### config.mk
export PLATFORM = sky130hd
export DESIGN_NAME = rxc_classifier
export DESIGN_NICKNAME = d
export VERILOG_FILES = /design/src/rtl/rxc_pkg.sv /design/src/rtl/rxc_frame_track.sv /design/src/rtl/rxc_addr_match.sv /design/src/rtl/rxc_status_build.sv /design/src/rtl/rxc_classifier.sv
export SDC_FILE = /design/constraint.sdc
export NUM_CORES = 1
export LEC_CHECK = 0
export BUFFER_PORTS_ARGS = -buffer_cell sky130_fd_sc_hd__buf_2
export CORE_MARGIN = 3
export CORE_UTILIZATION = 50
export CTS_BUF_LIST = sky130_fd_sc_hd__clkbuf_2 sky130_fd_sc_hd__clkbuf_4 sky130_fd_sc_hd__clkbuf_8
export DETAILED_ROUTE_END_ITERATION = 8
export PLACE_DENSITY = 0.74
export SETUP_SLACK_MARGIN = 0.05
export SLEW_MARGIN = 20
export SYNTH_ARGS = -nofsm -noshare
export SYNTH_HDL_FRONTEND = slang
export SYNTH_SLANG_ARGS = --single-unit
### constraint.sdc
create_clock -name clk -period 5.1 [get_ports clk]
set_clock_uncertainty 0.15 [all_clocks]
set_input_delay 0.51 -clock clk [delete_from_list [all_inputs] [get_ports clk]]
set_output_delay 0.51 -clock clk [all_outputs]
set_load 0.05 [all_outputs]
### src/rtl/rxc_pkg.sv
package rxc_pkg;
    localparam int STAT_W       = 13;
    localparam int DST_BYTES    = 6;
    localparam int MIN_FRAME    = 64;
    localparam int TL_POS       = 12;
    localparam int TL_LEN_LIMIT = 1500;

    localparam int SB_IA_MISS = 1;
    localparam int SB_NO_HIT  = 2;
    localparam int SB_RXERR   = 4;
    localparam int SB_TYPE    = 5;
    localparam int SB_SHORT   = 7;
    localparam int SB_OVERRUN = 8;
    localparam int SB_ALIGN   = 10;
    localparam int SB_CRC     = 11;

    typedef struct packed {
        logic ia_hit;
        logic bc_hit;
        logic mc_hit;
    } dst_match_t;
endpackage

### src/rtl/rxc_frame_track.sv
module rxc_frame_track #(
    parameter int LEN_W = 12
) (
    input  logic             clk,
    input  logic             rst_n,
    input  logic             beat_i,
    input  logic             sof_i,
    input  logic             eof_i,
    input  logic [7:0]       data_i,
    input  logic             err_i,
    input  logic             crc_ok_i,
    input  logic             align_i,
    input  logic             ovr_i,
    output logic             take_o,
    output logic [LEN_W-1:0] pos_o,
    output logic             done_o,
    output logic [LEN_W-1:0] len_o,
    output logic [15:0]      tfield_o,
    output logic             err_seen_o,
    output logic             crc_bad_o,
    output logic             align_o,
    output logic             ovr_o
);
    import rxc_pkg::*;

    localparam logic [LEN_W-1:0] LEN_MAX = {LEN_W{1'b1}};
    localparam logic [LEN_W-1:0] TL_HI   = LEN_W'(TL_POS);
    localparam logic [LEN_W-1:0] TL_LO   = LEN_W'(TL_POS + 1);

    typedef struct packed {
        logic             in_frame;
        logic             done;
        logic [LEN_W-1:0] len;
        logic [15:0]      tfield;
        logic             err_seen;
        logic             crc_bad;
        logic             align;
        logic             ovr;
    } trk_t;

    trk_t trk_d, trk_q;
    logic take;
    logic [LEN_W-1:0] pos;

    always_comb begin
        trk_d      = trk_q;
        trk_d.done = 1'b0;
        take       = beat_i && (sof_i || trk_q.in_frame);
        pos        = sof_i ? '0 : trk_q.len;
        if (take) begin
            if (sof_i) begin
                trk_d.err_seen = err_i;
                trk_d.tfield   = '0;
                trk_d.len      = LEN_W'(1);
            end else begin
                trk_d.err_seen = trk_q.err_seen | err_i;
                trk_d.len      = (trk_q.len == LEN_MAX) ? trk_q.len : trk_q.len + 1'b1;
            end
            if (pos == TL_HI) trk_d.tfield[15:8] = data_i;
            if (pos == TL_LO) trk_d.tfield[7:0]  = data_i;
            trk_d.in_frame = !eof_i;
            if (eof_i) begin
                trk_d.done    = 1'b1;
                trk_d.crc_bad = !crc_ok_i;
                trk_d.align   = align_i;
                trk_d.ovr     = ovr_i;
            end
        end
    end

    always_ff @(posedge clk) begin
        if (!rst_n) trk_q <= '0;
        else        trk_q <= trk_d;
    end

    assign take_o     = take;
    assign pos_o      = pos;
    assign done_o     = trk_q.done;
    assign len_o      = trk_q.len;
    assign tfield_o   = trk_q.tfield;
    assign err_seen_o = trk_q.err_seen;
    assign crc_bad_o  = trk_q.crc_bad;
    assign align_o    = trk_q.align;
    assign ovr_o      = trk_q.ovr;

    // a closing beat inside a frame yields the decision pulse next cycle
    a_r1_done_after_eof: assert property (@(posedge clk) disable iff (!rst_n)
        (beat_i && eof_i && (sof_i || trk_q.in_frame)) |=> done_o);

    // a start beat always restarts the byte count
    a_r11_restart_len: assert property (@(posedge clk) disable iff (!rst_n)
        (beat_i && sof_i) |=> (len_o == LEN_W'(1)));
endmodule

### src/rtl/rxc_addr_match.sv
module rxc_addr_match #(
    parameter int LEN_W  = 12,
    parameter int NBYTES = 6
) (
    input  logic                  clk,
    input  logic                  rst_n,
    input  logic                  take_i,
    input  logic [LEN_W-1:0]      pos_i,
    input  logic [7:0]            data_i,
    input  logic [LEN_W-1:0]      len_i,
    input  logic [8*NBYTES-1:0]   station_i,
    output rxc_pkg::dst_match_t   match_o
);
    import rxc_pkg::*;

    logic [NBYTES-1:0][7:0] dst_d, dst_q;
    logic enough;

    always_comb begin
        dst_d = dst_q;
        for (int k = 0; k < NBYTES; k++) begin
            if (take_i && pos_i == LEN_W'(k)) dst_d[k] = data_i;
        end
    end

    always_ff @(posedge clk) begin
        if (!rst_n) dst_q <= '0;
        else        dst_q <= dst_d;
    end

    always_comb begin
        enough         = len_i >= LEN_W'(NBYTES);
        match_o.ia_hit = enough && (dst_q == station_i);
        match_o.bc_hit = enough && (&dst_q);
        match_o.mc_hit = enough && dst_q[0][0];
    end
endmodule

### src/rtl/rxc_status_build.sv
module rxc_status_build #(
    parameter int LEN_W = 12
) (
    input  rxc_pkg::dst_match_t       match_i,
    input  logic [LEN_W-1:0]          len_i,
    input  logic [15:0]               tfield_i,
    input  logic                      err_seen_i,
    input  logic                      crc_bad_i,
    input  logic                      align_i,
    input  logic                      ovr_i,
    input  logic                      promisc_i,
    input  logic                      mc_all_i,
    input  logic                      save_bad_i,
    input  logic                      drop_short_i,
    output logic [rxc_pkg::STAT_W-1:0] word_o,
    output logic                      accept_o,
    output logic                      short_o
);
    import rxc_pkg::*;

    localparam logic [LEN_W-1:0] LEN_MIN_ADDR = LEN_W'(DST_BYTES);
    localparam logic [LEN_W-1:0] LEN_MIN_TL   = LEN_W'(TL_POS + 2);
    localparam logic [LEN_W-1:0] LEN_MIN_OK   = LEN_W'(MIN_FRAME);

    logic filt_hit, addr_pass, is_short, is_bad, is_type;

    always_comb begin
        filt_hit  = match_i.ia_hit || match_i.bc_hit || (match_i.mc_hit && mc_all_i);
        addr_pass = (len_i >= LEN_MIN_ADDR) && (filt_hit || promisc_i);
        is_short  = len_i < LEN_MIN_OK;
        is_bad    = crc_bad_i || ovr_i || err_seen_i || is_short;
        is_type   = (len_i >= LEN_MIN_TL) &&
                    ((tfield_i == 16'd0) || (tfield_i > 16'(TL_LEN_LIMIT)));

        accept_o  = addr_pass && !(is_short && drop_short_i) && (save_bad_i || !is_bad);
        short_o   = is_short;

        word_o             = '0;
        word_o[SB_IA_MISS] = !match_i.ia_hit;
        word_o[SB_NO_HIT]  = !filt_hit;
        word_o[SB_TYPE]    = is_type;
        word_o[SB_RXERR]   = save_bad_i && err_seen_i;
        word_o[SB_SHORT]   = save_bad_i && is_short;
        word_o[SB_OVERRUN] = save_bad_i && ovr_i;
        word_o[SB_ALIGN]   = save_bad_i && crc_bad_i && align_i;
        word_o[SB_CRC]     = save_bad_i && crc_bad_i && !align_i;
    end
endmodule

### src/rtl/rxc_classifier.sv
module rxc_classifier #(
    parameter int LEN_W = 12,
    parameter int CNT_W = 16
) (
    input  logic              clk,
    input  logic              rst_n,
    input  logic              rx_valid,
    input  logic              rx_sof,
    input  logic              rx_eof,
    input  logic [7:0]        rx_data,
    input  logic              rx_err,
    input  logic              crc_ok,
    input  logic              align_err,
    input  logic              dma_overrun,
    input  logic [47:0]       station_addr,
    input  logic              promisc_en,
    input  logic              mcast_all_en,
    input  logic              save_bad_en,
    input  logic              drop_short_en,
    output logic              stat_valid,
    output logic              stat_accept,
    output logic [12:0]       stat_word,
    output logic [CNT_W-1:0]  short_cnt,
    output logic [CNT_W-1:0]  rxerr_cnt
);
    import rxc_pkg::*;

    localparam logic [CNT_W-1:0] CNT_MAX = {CNT_W{1'b1}};

    typedef struct packed {
        logic [CNT_W-1:0] short_c;
        logic [CNT_W-1:0] err_c;
    } cnt_t;

    logic             take, done, err_seen, crc_bad, align, ovr;
    logic [LEN_W-1:0] pos, len;
    logic [15:0]      tfield;
    dst_match_t       match;
    logic [STAT_W-1:0] word;
    logic             accept, is_short;
    cnt_t             cnt_d, cnt_q;

    rxc_frame_track #(.LEN_W(LEN_W)) u_track (
        .clk        (clk),
        .rst_n      (rst_n),
        .beat_i     (rx_valid),
        .sof_i      (rx_sof),
        .eof_i      (rx_eof),
        .data_i     (rx_data),
        .err_i      (rx_err),
        .crc_ok_i   (crc_ok),
        .align_i    (align_err),
        .ovr_i      (dma_overrun),
        .take_o     (take),
        .pos_o      (pos),
        .done_o     (done),
        .len_o      (len),
        .tfield_o   (tfield),
        .err_seen_o (err_seen),
        .crc_bad_o  (crc_bad),
        .align_o    (align),
        .ovr_o      (ovr)
    );

    rxc_addr_match #(.LEN_W(LEN_W), .NBYTES(DST_BYTES)) u_addr (
        .clk       (clk),
        .rst_n     (rst_n),
        .take_i    (take),
        .pos_i     (pos),
        .data_i    (rx_data),
        .len_i     (len),
        .station_i (station_addr),
        .match_o   (match)
    );

    rxc_status_build #(.LEN_W(LEN_W)) u_stat (
        .match_i      (match),
        .len_i        (len),
        .tfield_i     (tfield),
        .err_seen_i   (err_seen),
        .crc_bad_i    (crc_bad),
        .align_i      (align),
        .ovr_i        (ovr),
        .promisc_i    (promisc_en),
        .mc_all_i     (mcast_all_en),
        .save_bad_i   (save_bad_en),
        .drop_short_i (drop_short_en),
        .word_o       (word),
        .accept_o     (accept),
        .short_o      (is_short)
    );

    always_comb begin
        cnt_d = cnt_q;
        if (done) begin
            if (is_short && cnt_q.short_c != CNT_MAX) cnt_d.short_c = cnt_q.short_c + 1'b1;
            if (err_seen && cnt_q.err_c != CNT_MAX)   cnt_d.err_c   = cnt_q.err_c + 1'b1;
        end
    end

    always_ff @(posedge clk) begin
        if (!rst_n) cnt_q <= '0;
        else        cnt_q <= cnt_d;
    end

    assign stat_valid  = done;
    assign stat_accept = done && accept;
    assign stat_word   = done ? word : '0;
    assign short_cnt   = cnt_q.short_c;
    assign rxerr_cnt   = cnt_q.err_c;

    // a kept frame is at least one full destination long
    a_r2_accept_len: assert property (@(posedge clk) disable iff (!rst_n)
        (stat_valid && stat_accept) |-> (len >= LEN_W'(DST_BYTES)));

    // a station-address hit is also a filter hit
    a_r3_ia_implies_hit: assert property (@(posedge clk) disable iff (!rst_n)
        (stat_valid && !stat_word[SB_IA_MISS]) |-> !stat_word[SB_NO_HIT]);

    // short frames never survive the drop-short switch
    a_r6_drop_short: assert property (@(posedge clk) disable iff (!rst_n)
        (stat_valid && drop_short_en && len < LEN_W'(MIN_FRAME)) |-> !stat_accept);

    // no error bit leaks outside save-bad mode
    a_r7_err_gate: assert property (@(posedge clk) disable iff (!rst_n)
        (stat_valid && !save_bad_en) |->
        (!stat_word[SB_CRC] && !stat_word[SB_ALIGN] && !stat_word[SB_OVERRUN] &&
         !stat_word[SB_SHORT] && !stat_word[SB_RXERR]));

    // the short counter moves only at the end of a valid cycle
    a_r9_short_step: assert property (@(posedge clk) disable iff (!rst_n)
        !$stable(short_cnt) |-> $past(stat_valid));

    // the receive-error counter moves only at the end of a valid cycle
    a_r10_err_step: assert property (@(posedge clk) disable iff (!rst_n)
        !$stable(rxerr_cnt) |-> $past(stat_valid));
endmodule

==> results.toml, run 1 <==
[global_route]
grt.overflow.total = 0
grt_pass1_vias = 5103
antenna_found_initial = 0
grt_util_all_layers = 0.240
busiest_layer = "met2"
grt.met3_usage = 0.0599
met2_usage = 0.407
grt_max_degree = 65
grt_util_met1 = 0.299
grt_pass1_wl_mm = 24.9

[timing]
fin_crit_ns = 3.47
fin_crit_sh = 0.680
slew_viol_final = 0
slew_headroom = 0.371
fmax_mhz = 288
rsz0062_at_grt = "no"
fin_setup_tns_ns = 0
setup_violations = 0
worst_slew_pin_slew_ns = 0.941
hold_violations = 0
whs_ns = 0.125

[die]
die-area_um2 = 12700
dieWidth_um = 113
coreArea_um2 = 11000
start_util = 0.518
die_h_um = 113
ioPinCount = 116
rows = 38

[worst_setup_path]
worstSetupStartpointType = "register"
end_kind = "output port"
critPathMaxFanout = 3
path_class = "reg -> out"
required_ns = 4.44
cp_data_arrival_time_ns = 2.81
rrSetupSlack_ns = 2.42

[drt]
wl_per_cell_um = 16.9
drc = 0
drt_wl_total_mm = 15.3
antenna_left = 0
firstDrtPassIters = 6
vias_per_cell = 5.80
vias = 5228
drt_iter0_markers = 495

[clock_tree]
cts_tree = "done"
cts_resized = 0
insertion_delay_ns = 0.43
hold_buffers = 0
clockBufferDepth = 2
cts_setup_buffers = 0
cts.sinks = 114
cts_made_buffers = 17
cts-htree-levels = 4
cts-root-buf = "clkbuf_8"
clk_pin_slew_ns = 0.07

[min_path]
hold_path_class = "in -> reg"

[cells_and_area]
multi_input_area_um2 = 3220
nets = 824
fillCellCount = 936
num_antenna_cells = 0
mostFrequentLayoutCells = "dfxtp_1 (114), buf_2 (110), nor2_1 (93)"
final_common_cell = "dfxtp_1"
register_area_um2 = 2280
area_growth_pct = 17.1
layout-drive-gt1-share = 0.206

[yosys]
yosys_warnings = 0
ys_ff_latch = 114
synthesis.area_um2 = 5690
synthArstFlopShare = 0
syn_inst = 656
ys.flop_type = "dfxtp_1"
ys_types = 53
ys_seq_area_frac = 0.401
synth.avg_cell_area_um2 = 8.68
synth_enable_flop_cells = 0

[placement]
hpwl_mm = 11.0
io_buffers = 110
gp_congestion = 0.908

[pwr]
pwr_density_cell_nw_per_um2 = 280
p_leak_nw = 2.76
peakVddDrop_uv = 256

[run]
cap_violations = 0

[outcome]
status = "finished, final reports clean"
==> metrics by stage <==
stage | power (mW) | cells | utilization | cell area, um^2 | worst slack (ns)
6_report | 1.87 | 901 | 0.607 | 6670 | 1.63
5_1_grt | 1.93 | 901 | 0.607 | 6670 | 1.48
4_1_cts | 1.88 | 901 | 0.607 | 6670 | 1.69
3_5_place_dp | 1.05 | 872 | 0.572 | 6280 | 1.90
3_3_place_gp | 1.05 | 872 | 0.572 | 6280 | 1.91
2_1_floorplan | 1.01 | 660 | - | 5710 | 2.15
==> flip-flops by register name (all words and copies together), names as in the netlist <==
name                count
short_cnt              16
u_addr.dst_q           48
u_track.ovr_o           1
u_track.align_o         1
u_track.trk_q           1
u_track.crc_bad_o       1
u_track.len_o          12
rxerr_cnt              16
u_track.err_seen_o      1
u_track.tfield_o       16
u_track.done_o          1
==> Yosys cell counts, types with 10 or more instances <==
cell	number	area [um^2]
a21oi_1	30	150
clkbuf_1	32	120
dfxtp_1	114	2280
mux2i_1	48	480
nand2_1	55	206
nand3_1	27	135
nand4_1	27	169
nor2_1	93	349
nor3_1	10	50.1
nor4_1	26	163
o21ai_0	12	60.1
xnor2_1	22	193
xor2_1	51	447
==> critical path: stages, from the launching register on <==
cell	delay [ns]
dfxtp_1	0.34
xor2_1	0.17
nor4_1	0.57
nand4_1	0.19
nor4_1	0.67
o31a_1	0.19
buf_2	0.26
==> logic make-up (layout without fill, tap and decap cells) <==
group           Yosys count  count (layout)  share of synthesized area
other cells               1               5                   0.000659
flops                   114             114                      0.401
compound gates           79              79                     0.0925
mux                      48              48                     0.0844
simple gates            287             287                      0.264
xor+xnor                 73              73                      0.112
buf+inv                  50             151                     0.0365
fa+ha+maj                 4               4                    0.00879
==> final timing paths <==
path / from / endpoint / depth (start not counted)
worst max register to register: u_track.len_o[7] / short_cnt[15] / 5
worst min-delay path: crc_ok / u_track.crc_bad_o / 2
worst min register to register: u_track.tfield_o[1] / u_track.tfield_o[1] / 2
worst max-delay path: u_addr.dst_q[2] / stat_accept / 6
==> where the power goes <==
part | leakage, nW | total, mW | switching (mW) | internal (mW)
Clock | 0.204 | 0.831 | 0.345 | 0.486
Combinational | 1.64 | 0.127 | 0.0830 | 0.0441
Sequential | 0.920 | 0.909 | 0.0114 | 0.898
==> per-layer routing <==
layer | part of all wire | vias up
li1 | - | 2511
met1 | 0.42 | 2483
met2 | 0.49 | 208
met3 | 0.071 | 26
met4 | 0.017 | 0
met5 | 0 | -
==> final cells by class <==
class                   count  area share
repair buffers            112      0.0848
flip-flops and latches    114       0.342
clock buffers              23      0.0456
well taps                 140      0.0263
multi-input cells         496       0.483
clock inverters             6      0.0120
inverters                  10     0.00563
Power figures use the tool's default switching activity.
==> run 2, diff against run 1 <==
- PLACE_DENSITY: 0.74 -> 0.77
- clock period: 5.1 -> 2.85 ns (I/O delays scaled with it)
==> run 2 against run 1 <==
  * Count of clock-buffer cells in the layout up 4
  * Worst hold slack worse by 0.058 ns
  * Critical path depth unchanged
  * First-iteration DRC count up 4.2%
  * Highest routed layer unchanged
  * Clock power is 81% higher
  * Non-clock buffer count up 14
  * Via count increased by 1.7%
  * Largest cell class unchanged
  * Die area did not move
  * Flip-flop and latch count stayed put
  * Register-to-register slack got worse by 2.1 ns
  * Routed wire length up 3.2%
==> results.toml, run 2 (synthesis results as in run 1) <==
[outcome]
status = "finished, final reports clean"

[worst_setup_path]
critPathMaxFanout = 3
cp_data_arrival_time_ns = 2.30
r2r-end = "u_track.len_o[11]"
worstSetupStartpointType = "register"
r2r-start = "u_track.len_o[3]"
required_ns = 2.41
rrSetupSlack_ns = 0.30
reg2reg_depth = 5
path_class = "reg -> out"
end_kind = "output port"

[clock_tree]
cts_made_buffers = 17
cts-htree-levels = 4
insertion_delay_ns = 0.42
clockBufferDepth = 2
cts.sinks = 114
clk_pin_slew_ns = 0.07
cts-root-buf = "clkbuf_8"
cts_tree = "done"

[drt]
drt_iter0_markers = 516
drc = 0
firstDrtPassIters = 5
wl_per_cell_um = 17.2
drt_wl_total_mm = 15.8
vias = 5315
antenna_left = 0
vias_per_cell = 5.80

[placement]
placed_cells = 879
io_buffers = 110
gp_congestion = 0.926
hpwl_mm = 11.2

[timing]
fmax_mhz = 366
rsz0062_at_grt = "yes"
fin_crit_sh = 0.959
fin_crit_ns = 2.73
worst_slew_pin_slew_ns = 0.598
hold_violations = 0
setup_violations = 0
slew_viol_final = 0
fin_setup_tns_ns = 0
slew_headroom = 0.601

[die]
ioPinCount = 116
coreArea_um2 = 11000
dieWidth_um = 113
die_h_um = 113
start_util = 0.518
rows = 38
die-area_um2 = 12700

[min_path]
min_from = "rx_data[3]"
holdPathStages = 3
hold_path_class = "in -> reg"
hold_end = "u_addr.dst_q[11]"

[cells_and_area]
nets = 838
top_register = "u_addr.dst_q"
layout.cells.non_filler = 917
fillCellCount = 922
num_antenna_cells = 0
mostFrequentLayoutCells = "dfxtp_1 (112), buf_2 (110), nor2_1 (93)"
layout-drive-gt1-share = 0.229
largest_register_ffs = 48
final_common_cell = "dfxtp_1"
fin_util = 0.625
area_growth_pct = 20.6

[global_route]
antenna_found_initial = 0
grt_max_degree = 67
grt_pass1_wl_mm = 25.5
grt_util_all_layers = 0.248
grt.overflow.total = 0
grt_pass1_vias = 5155

[pwr]
p_total_mw = 3.37
peakVddDrop_uv = 413
pwr_density_cell_nw_per_um2 = 491
p_leak_nw = 2.86

[run]
cap_violations = 0
==> run 2: changes by cell type in the layout (fill, tap and decap cells not counted) <==
cell and change:
buf_12 +1, buf_4 +9, bufinv_16 -1, clkbuf_4 +1, clkbuf_8 +3, clkinv_2 -1
dfxtp_1 -2, dfxtp_2 +2, dlygate4sd3_1 +4, nor4_1 -7, nor4_2 +6, nor4_4 +1
==> run 2: layer usage <==
metal | global-route usage | routed length (um)
met1 | 0.313 | 6650
met2 | 0.419 | 7460
met3 | 0.0551 | 1190
met4 | 0.0889 | 455
met5 | 0 | 0
==> run 2: how the worst max path moves through the flow <==
stage                         to             start  slack, ns  cells after the start
finish               stat_accept  u_addr.dst_q[33]       0.12                      6
global route         stat_accept  u_addr.dst_q[25]       0.04                      6
CTS                  stat_accept  u_addr.dst_q[43]      0.004                      6
detailed placement   stat_accept  station_addr[29]       0.29                      7
global placement     stat_accept  station_addr[29]       0.30                      7
floorplan           stat_word[2]  u_track.len_o[7]       0.12                      5
==> run 2: final cells by class <==
class / instances / area, um^2 / share of cell area
multi-input cells: 496 / 3280 / 0.477
repair buffers: 126 / 693 / 0.101
well taps: 140 / 175 / 0.0255
clock inverters: 4 / 45.0 / 0.00656
flip-flops and latches: 114 / 2280 / 0.333
clock buffers: 27 / 353 / 0.0514
inverters: 10 / 37.5 / 0.00547
==> run 2: stage by stage <==
step           area [um^2]  setup WS (ns)  hold slack [ns]
2_1_floorplan         5710          0.124            0.231
3_3_place_gp          6350          0.303            0.303
3_5_place_dp          6350          0.291            0.312
4_1_cts               6800        0.00388           0.0478
5_1_grt               6870         0.0389           0.0469
6_report              6870          0.117           0.0668
==> run 2: repair_timing <==
action	in CTS	in global routing
setup buffers	1	2
pin swaps	1	3
endpoints found under the hold margin	4	0
hold buffers	4	0
resized for setup	2	8
endpoints found under the setup margin	3	6
==> run 2: where the power goes <==
| part | leakage (nW) | switching (mW) | internal, mW |
|---|---|---|---|
| logic | 1.73 | 0.159 | 0.0873 |
| registers | 0.921 | 0.0204 | 1.61 |
| clock network | 0.212 | 0.624 | 0.874 |
==> run 2: critical path, cell delays in order, from the launching register on <==
cell	delay (ns)
dfxtp_1	0.34
xor2_1	0.18
nor4_1	0.35
nand4_1	0.22
nor4_4	0.36
o31a_1	0.16
buf_2	0.26
==> run 3, diff against run 2 <==
- CTS_BUF_LIST: sky130_fd_sc_hd__clkbuf_2 sky130_fd_sc_hd__clkbuf_4 sky130_fd_sc_hd__clkbuf_8 -> sky130_fd_sc_hd__clkbuf_4
- REMOVE_ABC_BUFFERS: unset -> 1
==> run 3 against run 2 <==
  * Total power down 5.1%
  * Core utilization up 0.93 points
  * Register-to-register slack better by 0.12 ns
  * Via count up 1.8%
  * Sequential share of layout area down 0.49 points
  * Sequential power about the same
  * Die area unchanged
  * Critical path type unchanged
  * Critical endpoint unchanged
  * Largest cell class unchanged
  * Largest power group unchanged
  * Highest routed layer unchanged
==> results.toml, run 3 (synthesis results as in run 1) <==
[placement]
io_buffers = 110
hpwl_mm = 11.0
placed_area_um2 = 6390
placed_cells = 884
gp_congestion = 0.949

[drt]
antenna_left = 0
drt_iter0_markers = 517
vias_per_cell = 5.78
drc = 0
drt_wl_total_mm = 15.6
wl_per_cell_um = 16.7
vias = 5410
firstDrtPassIters = 5

[global_route]
grt_max_degree = 46
grt_pass1_wl_mm = 25.6
grt_pass1_vias = 5163
antenna_found_initial = 0
grt_util_all_layers = 0.248
grt.overflow.total = 0

[worst_setup_path]
critPathBufInv = 2
worst-path-stages = 7
rrSetupSlack_ns = 0.42
crit_chain = "xor2_1 > nor4_2 > nand4_1 > nor4_2 > buf_4 > o31a_1 > buf_6"
critPathLaunch = "u_addr.dst_q[30]"
end_kind = "output port"
cp_common_cell = "nor4_2"
critical-path-max-stage-delay_ns = 0.40
cp_slowest_cell = "nor4_2"
cp_data_arrival_time_ns = 2.35
required_ns = 2.41
critPathMaxFanout = 3
r2r-start = "u_track.len_o[0]"
path_class = "reg -> out"
reg2reg_depth = 6
critical_path.top_delay_family = "simple AND/OR/NAND/NOR gates"
crit_end = "stat_accept"
worstSetupStartpointType = "register"
r2r-end = "u_track.len_o[9]"

[clock_tree]
cts-htree-levels = 4
clockBufferDepth = 2
cts_tree = "done"
cts.sinks = 114
cts_made_buffers = 17
insertion_delay_ns = 0.53
clk_pin_slew_ns = 0.10
cts-root-buf = "clkbuf_4"

[cells_and_area]
mostFrequentLayoutCells = "dfxtp_1 (112), buf_2 (108), nor2_1 (93)"
fin_util = 0.634
nets = 857
layout.cells.non_filler = 936
num_antenna_cells = 0
area_growth_pct = 22.4
postLayoutCellArea_um2 = 6970
top_register = "u_addr.dst_q"
final_common_cell = "dfxtp_1"
layout-drive-gt1-share = 0.235
largest_register_ffs = 48

[timing]
fin_crit_sh = 0.978
slew_viol_final = 0
setup_violations = 0
hold_violations = 0
fmax_mhz = 359
fin_crit_ns = 2.79
slew_headroom = 0.530
rsz0062_at_grt = "yes"
worst_slew_pin_slew_ns = 0.704
whs_ns = 0.0431
fin_setup_tns_ns = 0

[die]
coreArea_um2 = 11000
start_util = 0.518
die_h_um = 113
ioPinCount = 116
die-area_um2 = 12700
dieWidth_um = 113
rows = 38

[pwr]
peakVddDrop_uv = 385
p_leak_nw = 2.89
pwr_density_cell_nw_per_um2 = 459

[outcome]
status = "finished, final reports clean"

[min_path]
hold_path_class = "in -> reg"

[run]
cap_violations = 0
[run 3: cell types whose count changed in the layout (fill, tap and decap cells not counted), moves of 2 or more]
cell / before / now
clkbuf_4: 3 / 19
clkbuf_8: 24 / 0
buf_2: 110 / 108
bufinv_16: 1 / 4
buf_4: 11 / 18
dlygate4sd3_1: 4 / 17
clkinv_2: 3 / 6
clkinvlp_4: 0 / 2
nor4_2: 8 / 11
nor4_1: 18 / 16
[run 3: final cells by class]
type | instances | area [um^2]
Timing Repair Buffer | 145 | 877
Sequential cell | 114 | 2280
Clock inverter | 12 | 165
Inverter | 10 | 37.5
Fill cell | 906 | 4020
Clock buffer | 19 | 143
Multi-Input combinational cell | 496 | 3290
Tap cell | 140 | 175
[run 3: layer usage]
| layer | track usage | up-vias | share of wire |
|---|---|---|---|
| met5 | 0 | - | 0 |
| met4 | 0.0721 | 0 | 0.013 |
| met3 | 0.0626 | 20 | 0.089 |
| met2 | 0.406 | 244 | 0.48 |
| met1 | 0.324 | 2573 | 0.42 |
| li1 | - | 2573 | - |
[run 3: what timing repair did]
| action | CTS | global route |
|---|---|---|
| endpoints found under the setup margin | 3 | 3 |
| hold endpoints to repair | 51 | 0 |
| hold buffers | 17 | 0 |
| setup buffers | 3 | 1 |
| pin swaps | 7 | 3 |
| resized for setup | 12 | 3 |
[run 3: worst reg2reg max path, cell delays in order (launching register included)]
cell	delay, ns
dfxtp_1	0.60
ha_1	0.25
nand2_1	0.11
o41a_1	0.52
o21ai_0	0.45
or3_1	0.18
a21oi_1	0.06
[run 3: per-stage QoR]
stage | setup WS (ns) | total power, mW
3_5_place_dp | 0.371 | 1.89
2_1_floorplan | -0.330 | 1.77
3_3_place_gp | 0.447 | 1.89
6_report | 0.0633 | 3.20
4_1_cts | 0.0546 | 3.21
5_1_grt | -0.0133 | 3.32
[run 3: worst min path at each step]
| stage | from | endpoint | depth (start not counted) |
|---|---|---|---|
| after floorplan | crc_ok | u_track.crc_bad_o | 1 |
| after global placement | u_track.tfield_o[0] | u_track.tfield_o[0] | 2 |
| after detailed placement | u_track.tfield_o[1] | u_track.tfield_o[1] | 2 |
| after CTS | rx_valid | u_track.len_o[0] | 3 |
| after global routing | rx_valid | u_track.len_o[0] | 3 |
| final | rx_valid | u_track.len_o[0] | 3 |
[run 3: report_power, final]
part / internal (mW) / switching (mW) / leakage (nW)
clock: 0.701 / 0.616 / 0.168
sequential: 1.60 / 0.0186 / 0.921
combinational: 0.100 / 0.159 / 1.80
